$ cat config.mk
export PLATFORM = sky130hd
export DESIGN_NAME = optx_conditioner
export DESIGN_NICKNAME = d
export VERILOG_FILES = /design/src/rtl/optx_pkg.sv /design/src/rtl/optx_ctrl_regs.sv /design/src/rtl/optx_tx_path.sv /design/src/rtl/optx_rx_path.sv /design/src/rtl/optx_conditioner.sv
export SDC_FILE = /design/constraint.sdc
export NUM_CORES = 1
export LEC_CHECK = 0
export ABC_AREA = 1
export BUFFER_PORTS_ARGS = -buffer_cell sky130_fd_sc_hd__buf_2
export CORE_AREA = 2 2 39 41
export DETAILED_ROUTE_END_ITERATION = 8
export DIE_AREA = 0 0 41 43
export PLACE_DENSITY = 0.6
export SYNTH_ARGS = -nofsm -noshare
export SYNTH_HDL_FRONTEND = slang
export SYNTH_HIERARCHICAL = 1
export SYNTH_SLANG_ARGS = --single-unit
export TNS_END_PERCENT = 1
$ cat constraint.sdc
create_clock -name clk -period 1.15 [get_ports clk]
set_clock_uncertainty 0.05 [all_clocks]
set_input_delay 0.1725 -clock clk [delete_from_list [all_inputs] [get_ports clk]]
set_output_delay 0.1725 -clock clk [all_outputs]
set_load 0.01 [all_outputs]
$ cat src/rtl/optx_pkg.sv
package optx_pkg;
    localparam int NUM_SRC = 4;
    localparam int SEL_W   = $clog2(NUM_SRC);

    typedef struct packed {
        logic [SEL_W-1:0] sel;
        logic             tx_inv;
        logic             mod_en;
        logic             seg_ovr;
        logic             rx_inv;
    } optx_ctrl_t;

    localparam logic [3:0] ADDR_TXCFG = 4'd0;
    localparam logic [3:0] ADDR_RXCFG = 4'd1;
endpackage

$ cat src/rtl/optx_ctrl_regs.sv
module optx_ctrl_regs
    import optx_pkg::*;
#(
    parameter int ADDR_W = 4,
    parameter int DATA_W = 8
) (
    input  logic              clk,
    input  logic              rst_n,
    input  logic              wr_en,
    input  logic [ADDR_W-1:0] wr_addr,
    input  logic [DATA_W-1:0] wr_data,
    output optx_ctrl_t        ctrl
);
    localparam logic [ADDR_W-1:0] A_TX = ADDR_W'(ADDR_TXCFG);
    localparam logic [ADDR_W-1:0] A_RX = ADDR_W'(ADDR_RXCFG);

    optx_ctrl_t ctrl_d, ctrl_q;

    always_comb begin
        ctrl_d = ctrl_q;
        if (wr_en && wr_addr == A_TX) begin
            ctrl_d.sel     = wr_data[SEL_W-1:0];
            ctrl_d.tx_inv  = wr_data[2];
            ctrl_d.mod_en  = wr_data[3];
            ctrl_d.seg_ovr = wr_data[4];
        end
        if (wr_en && wr_addr == A_RX) begin
            ctrl_d.rx_inv = wr_data[0];
        end
    end

    always_ff @(posedge clk or negedge rst_n) begin
        if (!rst_n) ctrl_q <= '0;
        else        ctrl_q <= ctrl_d;
    end

    assign ctrl = ctrl_q;

    assert_tx_write_R7: assert property (@(posedge clk) disable iff (!rst_n)
        (wr_en && wr_addr == A_TX) |=> (ctrl_q.sel == $past(wr_data[SEL_W-1:0])
                                        && ctrl_q.seg_ovr == $past(wr_data[4])));
    assert_idle_stable_R7: assert property (@(posedge clk) disable iff (!rst_n)
        !wr_en |=> $stable(ctrl_q));
endmodule

$ cat src/rtl/optx_tx_path.sv
module optx_tx_path
    import optx_pkg::*;
(
    input  logic       clk,
    input  logic       rst_n,
    input  optx_ctrl_t ctrl,
    input  logic       gpo_bit,
    input  logic       uart_txd,
    input  logic       real_pulse,
    input  logic       reac_pulse,
    input  logic       seg_drive,
    input  logic       carrier,
    output logic       tx_pin
);
    typedef struct packed {
        logic pin;
    } tx_state_t;

    tx_state_t st_d, st_q;
    logic [NUM_SRC-1:0] srcs;
    logic               picked;
    logic               shaped;

    assign srcs = {reac_pulse, real_pulse, uart_txd, gpo_bit};

    always_comb begin
        picked = srcs[ctrl.sel];
        shaped = picked ^ ctrl.tx_inv;
        if (ctrl.mod_en && !shaped) shaped = carrier;
        st_d.pin = ctrl.seg_ovr ? seg_drive : shaped;
    end

    always_ff @(posedge clk or negedge rst_n) begin
        if (!rst_n) st_q <= '0;
        else        st_q <= st_d;
    end

    assign tx_pin = st_q.pin;

    assert_seg_override_R2: assert property (@(posedge clk) disable iff (!rst_n)
        ctrl.seg_ovr |=> tx_pin == $past(seg_drive));
    assert_mod_high_hold_R4: assert property (@(posedge clk) disable iff (!rst_n)
        (!ctrl.seg_ovr && ctrl.mod_en && (srcs[ctrl.sel] != ctrl.tx_inv)) |=> tx_pin);
    assert_mod_low_carrier_R4: assert property (@(posedge clk) disable iff (!rst_n)
        (!ctrl.seg_ovr && ctrl.mod_en && (srcs[ctrl.sel] == ctrl.tx_inv)) |=> tx_pin == $past(carrier));
    assert_plain_select_R1: assert property (@(posedge clk) disable iff (!rst_n)
        (!ctrl.seg_ovr && !ctrl.mod_en && !ctrl.tx_inv && ctrl.sel == 2'd1) |=> tx_pin == $past(uart_txd));
endmodule

$ cat src/rtl/optx_rx_path.sv
module optx_rx_path
    import optx_pkg::*;
(
    input  optx_ctrl_t ctrl,
    input  logic       cmp_in,
    output logic       uart_rxd,
    output logic       gpi_rxd
);
    always_comb begin
        uart_rxd = cmp_in ^ ctrl.rx_inv;
        gpi_rxd  = cmp_in;
    end

    always_comb begin
        assert_rx_split_R5: assert ((uart_rxd ^ gpi_rxd) == ctrl.rx_inv || $isunknown(cmp_in));
    end
endmodule

$ cat src/rtl/optx_conditioner.sv
module optx_conditioner
    import optx_pkg::*;
#(
    parameter int ADDR_W = 4,
    parameter int DATA_W = 8
) (
    input  logic              clk,
    input  logic              rst_n,
    input  logic              wr_en,
    input  logic [ADDR_W-1:0] wr_addr,
    input  logic [DATA_W-1:0] wr_data,
    input  logic              gpo_bit,
    input  logic              uart_txd,
    input  logic              real_pulse,
    input  logic              reac_pulse,
    input  logic              seg_drive,
    input  logic              carrier,
    input  logic              cmp_in,
    output logic              tx_pin,
    output logic              uart_rxd,
    output logic              gpi_rxd
);
    optx_ctrl_t ctrl;

    optx_ctrl_regs #(.ADDR_W(ADDR_W), .DATA_W(DATA_W)) u_regs (
        .clk(clk), .rst_n(rst_n), .wr_en(wr_en), .wr_addr(wr_addr),
        .wr_data(wr_data), .ctrl(ctrl)
    );

    optx_tx_path u_tx (
        .clk(clk), .rst_n(rst_n), .ctrl(ctrl), .gpo_bit(gpo_bit),
        .uart_txd(uart_txd), .real_pulse(real_pulse), .reac_pulse(reac_pulse),
        .seg_drive(seg_drive), .carrier(carrier), .tx_pin(tx_pin)
    );

    optx_rx_path u_rx (
        .ctrl(ctrl), .cmp_in(cmp_in), .uart_rxd(uart_rxd), .gpi_rxd(gpi_rxd)
    );

    assert_gpi_untouched_R5: assert property (@(posedge clk) disable iff (!rst_n)
        gpi_rxd == cmp_in);
endmodule

### After elaboration in Yosys (flattened, before gate mapping)

Cells that the tools add are included.

| word-level totals | value |
|---|---|
| bits in registers | 7 |
| input port bits | 22 |
| output and inout port bits | 3 |
| word-level logic and storage cells | 19 |

| operators by class | value |
|---|---|
| magnitude comparators | 1 |
| eq/ne operators | 1 |
| muxes and demuxes | 4 |
| bitwise logic cells | 2 |
| reduce and logical (&&, ||, !) cells | 5 |

Operators with widths:

| kind | count |
|---|---|
| $eq 4x1->1 const B | 1 |
| $logic_not 4->1 | 1 |
| $logic_and 1x1->1 | 3 |
| $lt 2x3->1 const B | 1 |
| $mux 1 | 3 |
| $bmux 1 s2 | 1 |
| $xor 1x1->1 | 2 |
| $logic_not 1->1 | 1 |

### Depth between registers and ports, before layout

| depth | value |
|---|---|
| depth after elaboration | 7 |
| depth in mapped cells | 8 |
| mapped depth without buffers | 8 |

### Cells and area by module

Netlist, hierarchy kept.

By module, submodules not included:

| module | times used | cells an instance | area each (sq um) |
|---|---|---|---|
| optx_ctrl_regs | 1 | 31 | 271.5 |
| optx_tx_path | 1 | 19 | 103.8 |
| optx_rx_path | 1 | 6 | 26.3 |

### Least setup slack after synthesis

Ideal clock, no wire load.

| timing | value |
|---|---|
| path kind | register -> register |
| from | reg u_regs.ctrl_q (netlist bit u_regs/ctrl[4]) |
| to | reg u_tx.st_q (netlist: u_tx/tx_pin) |
| library setup time | 0.113 ns |
| arrival time | 0.784 ns |
| data required time | 0.987 ns |
| slack | 0.203 ns |
| cell stages (with the launch flop) | 9 |
| buffers on the path | 0 |
| period minus slack after synthesis | 0.947 ns |
| path through | dfrtp_1 -> inv_1 -> nand2_1 -> nand3_1 -> nand2_1 -> nand2_1 -> nand3_1 -> nand2_1 -> inv_1 |

| between the ends | value |
|---|---|
| cells in the longest elaborated chain, start to end | 7 |

RTL lines:

| item | line | source |
|---|---|---|
| start, declared | optx_ctrl_regs.sv:17 | `optx_ctrl_t ctrl_d, ctrl_q;` |
| start signal, assigned | optx_ctrl_regs.sv:34 | `else ctrl_q <= ctrl_d;` |
| $bmux 1 s2 (*) | optx_tx_path.sv:27 | `picked = srcs[ctrl.sel];` |
| $mux 1 (implied by the code) (*) | optx_tx_path.sv:27 |  |
| $xor 1x1->1 (*) | optx_tx_path.sv:28 | `shaped = picked ^ ctrl.tx_inv;` |
| $logic_not 1->1 | optx_tx_path.sv:29 | `if (ctrl.mod_en && !shaped) shaped = carrier;` |
| $logic_and 1x1->1 | optx_tx_path.sv:29 |  |
| $mux 1 (*) | optx_tx_path.sv:29 |  |
| $mux 1 (*) | optx_tx_path.sv:30 | `st_d.pin = ctrl.seg_ovr ? seg_drive : shaped;` |
| named net u_tx.st_d | optx_tx_path.sv:19 | `tx_state_t st_d, st_q;` |
| end signal, assigned | optx_tx_path.sv:35 | `else st_q <= st_d;` |
| end, declared | optx_tx_path.sv:19 |  |

The timed path passes the listed nets; every way through them passes the cells marked *. The select of a mux whose other input is x is not followed.
A chain may end at the register's enable or synchronous reset.

### Final worst setup path

| timing | value |
|---|---|
| from | reg u_regs.ctrl_q (netlist bit u_regs/ctrl[0]) |
| to | out uart_rxd |

| between the ends | value |
|---|---|
| cells in the longest elaborated chain, start to end | 1 |

RTL lines:

| item | line | source |
|---|---|---|
| $xor 1x1->1 | optx_rx_path.sv:10 | `uart_rxd = cmp_in ^ ctrl.rx_inv;` |
| end, declared | optx_conditioner.sv:20 | `output logic uart_rxd,` |

Every way passes these cells.

==> out/metrics.yaml <==
run_status:
  status: "finished clean"
layout:
  finalNetCount: 106
  drive_gt1_frac: 0.3614
  n_antenna_cell: 0
  syn_to_final_growth_pct: 42.06
  most-common-layout-cells: "nand2_1 (24), buf_2 (21), inv_1 (9), dfrtp_1 (7), nand4_1 (6)"
  n_fill_cell: 152
  mostFrequentLayoutCell: "nand2_1"
  utilization: 0.4123
timing:
  setup_viol: 0
  maxSlewHeadroom: 0.8446
  period_minus_slack_ns: 1.135
  finalCritPeriodShare: 0.9870
  hold_violations: 0
  fmax_mhz: 881.0
  rsz0062_at_grt: "yes"
  timing.hold.ws_ns: 0.1332
  maxSlewViolCount: 0
  worst_pin_slew_ns: 0.2328
  tns_ns: 0
routing:
  drc: 0
  vias_per_cell: 4.354
  drt-total-wl_um: 868
  wire_per_inst_um: 8.768
  drtPass1Iterations: 4
  dr_total_vias: 431
  drtIter0Drc: 12
  ant_nets: 0
run:
  cap_violations: 0
yosys:
  yosys-top-cells-area: "dfrtp_1 (44%), nand2_1 (22%), nand4_1 (9.3%), inv_1 (8.4%), nand3_1 (5.0%)"
  ys_ff_latch: 7
  synth-seq-area-share: 0.4361
  yosys_warnings: 6
  syn_area_per_cell_um2: 7.172
  synth_cell_types: 9
  synth_fp_nets: 78
  synthesis.area_um2: 401.6
  netlist.area_leader.share: 0.4361
  yosysTopAreaCell: "dfrtp_1"
  synthCells: 56
die:
  die_w_um: 41
  die_area_um2: 1763
  die_y_um: 43
  initial_core_util: 0.2902
  fp-row-count: 14
  core-area_um2: 1384
  io_pins: 25
clock_tree:
  numCtsBuffers: 3
  cts_num_sinks: 7
  tritoncts: "yes"
  cts_resized: 0
  root_buffer: "clkbuf_4"
  cts_max_path_buffers: 2
  insertion_delay_ns: 0.25
  htree_levels: 1
  clkTransAtPathRegs_ns: 0.05
global_route:
  antenna_found_initial: 0
  grt.overflow.total: 0
  gr-usage-all-layers: 0.1154
  grt_pass1_wl_um: 1269
  grt_max_degree: 8
  grt_pass1_vias: 333
setup_path:
  critPathLaunchType: "flop"
  worstPathArrival_ns: 0.91
  critPathRequiredTime_ns: 0.93
  worst-path-max-fanout: 3
  cp-end-kind: "primary output"
  reg2reg_slack_ns: 0.12
  crit_type: "flop to primary output"
place:
  dpl.hpwl_um: 666.7
  routabilityCongestion: 0.6896
  numPortBuffers: 21
pwr:
  cellPowerDensity_nw_per_um2: 1364
  peakVddDrop_mv: 0.3437
  leakage_nw: 0.3391
  fin_total_pwr_uw: 778.4
hold_path:
  hold_path.class: "input port to flop"
-- critical path, cell delays in order (launching register included) --
cell and delay (ns):
dfrtp_1 0.39, inv_1 0.06, nand2_1 0.05, nand2_1 0.04
buf_2 0.12
-- routing by layer --
metal / track usage / up-vias / share of wire
li1: - / 232 / -
met1: 0.1386 / 170 / 0.45
met2: 0.1469 / 27 / 0.41
met3: 0.03665 / 2 / 0.12
met4: 0.1200 / 0 / 0.016
met5: 0 / - / 0
-- final cells by class --
cell class              count  area, um^2  share of cell area
inverters                   9       33.78             0.05921
well taps                  16       20.02             0.03509
clock buffers               4       26.28             0.04605
flip-flops and latches      7       175.2              0.3070
repair buffers             24       130.1              0.2281
multi-input cells          39       185.2              0.3246
-- cells by family (layout without fill, tap and decap cells) --
family	count (synthesis)	after routing	synth area share
AND/OR/NAND/NOR	38	38	0.4486
AO/OA/AOI/OAI	1	1	0.01245
flip-flops	7	7	0.4361
buffers and inverters	10	37	0.1028
-- power by group --
part	total (mW)	switching [mW]	internal, mW
registers	0.339	0.0358	0.303
logic	0.218	0.115	0.103
clock network	0.221	0.0891	0.132
-- synthesized netlist by cell type --
master    n
a21oi_1   1
buf_4     1
dfrtp_1   7
inv_1     9
nand2_1  24
nand3_1   4
nand3_2   2
nand4_1   6
nor2_2    2
-- final timing paths --
check,start,endpoint,cells after the start
setup reg to reg,u_regs/ctrl[4]$_DFFE_PN0P_,u_tx/tx_pin$_DFF_PN0_,8
hold / removal,wr_data[3],u_regs/ctrl[2]$_DFFE_PN0P_,3
max in group asynchronous,rst_n,u_regs/ctrl[2]$_DFFE_PN0P_,2
setup / recovery,u_regs/ctrl[0]$_DFFE_PN0P_,uart_rxd,4
min in group asynchronous,rst_n,u_regs/ctrl[0]$_DFFE_PN0P_,2
hold reg to reg,u_regs/ctrl[2]$_DFFE_PN0P_,u_regs/ctrl[2]$_DFFE_PN0P_,2
-- stage by stage --
stage / cells / cell area [um^2] / setup WS [ns]
floorplan: 56 / 401.6 / 0.2035
detailed placement: 93 / 526.8 / 0.1241
CTS: 98 / 563.0 / 0.01335
global route: 99 / 570.5 / -0.05360
finish: 99 / 570.5 / 0.01497
global placement: 93 / 526.8 / 0.1421
-- registers in the layout, indices dropped and copies added, names as in the netlist --
signal	cells
u_regs/ctrl	6
u_tx/tx_pin	1
-- timing repair --
action | in CTS | in global routing
hold endpoints to repair | 7 | 0
hold buffers | 1 | 0
buffers inserted | 0 | 1
setup endpoints to repair | 0 | 1
Note: power is estimated with default switching activity, not from simulation.
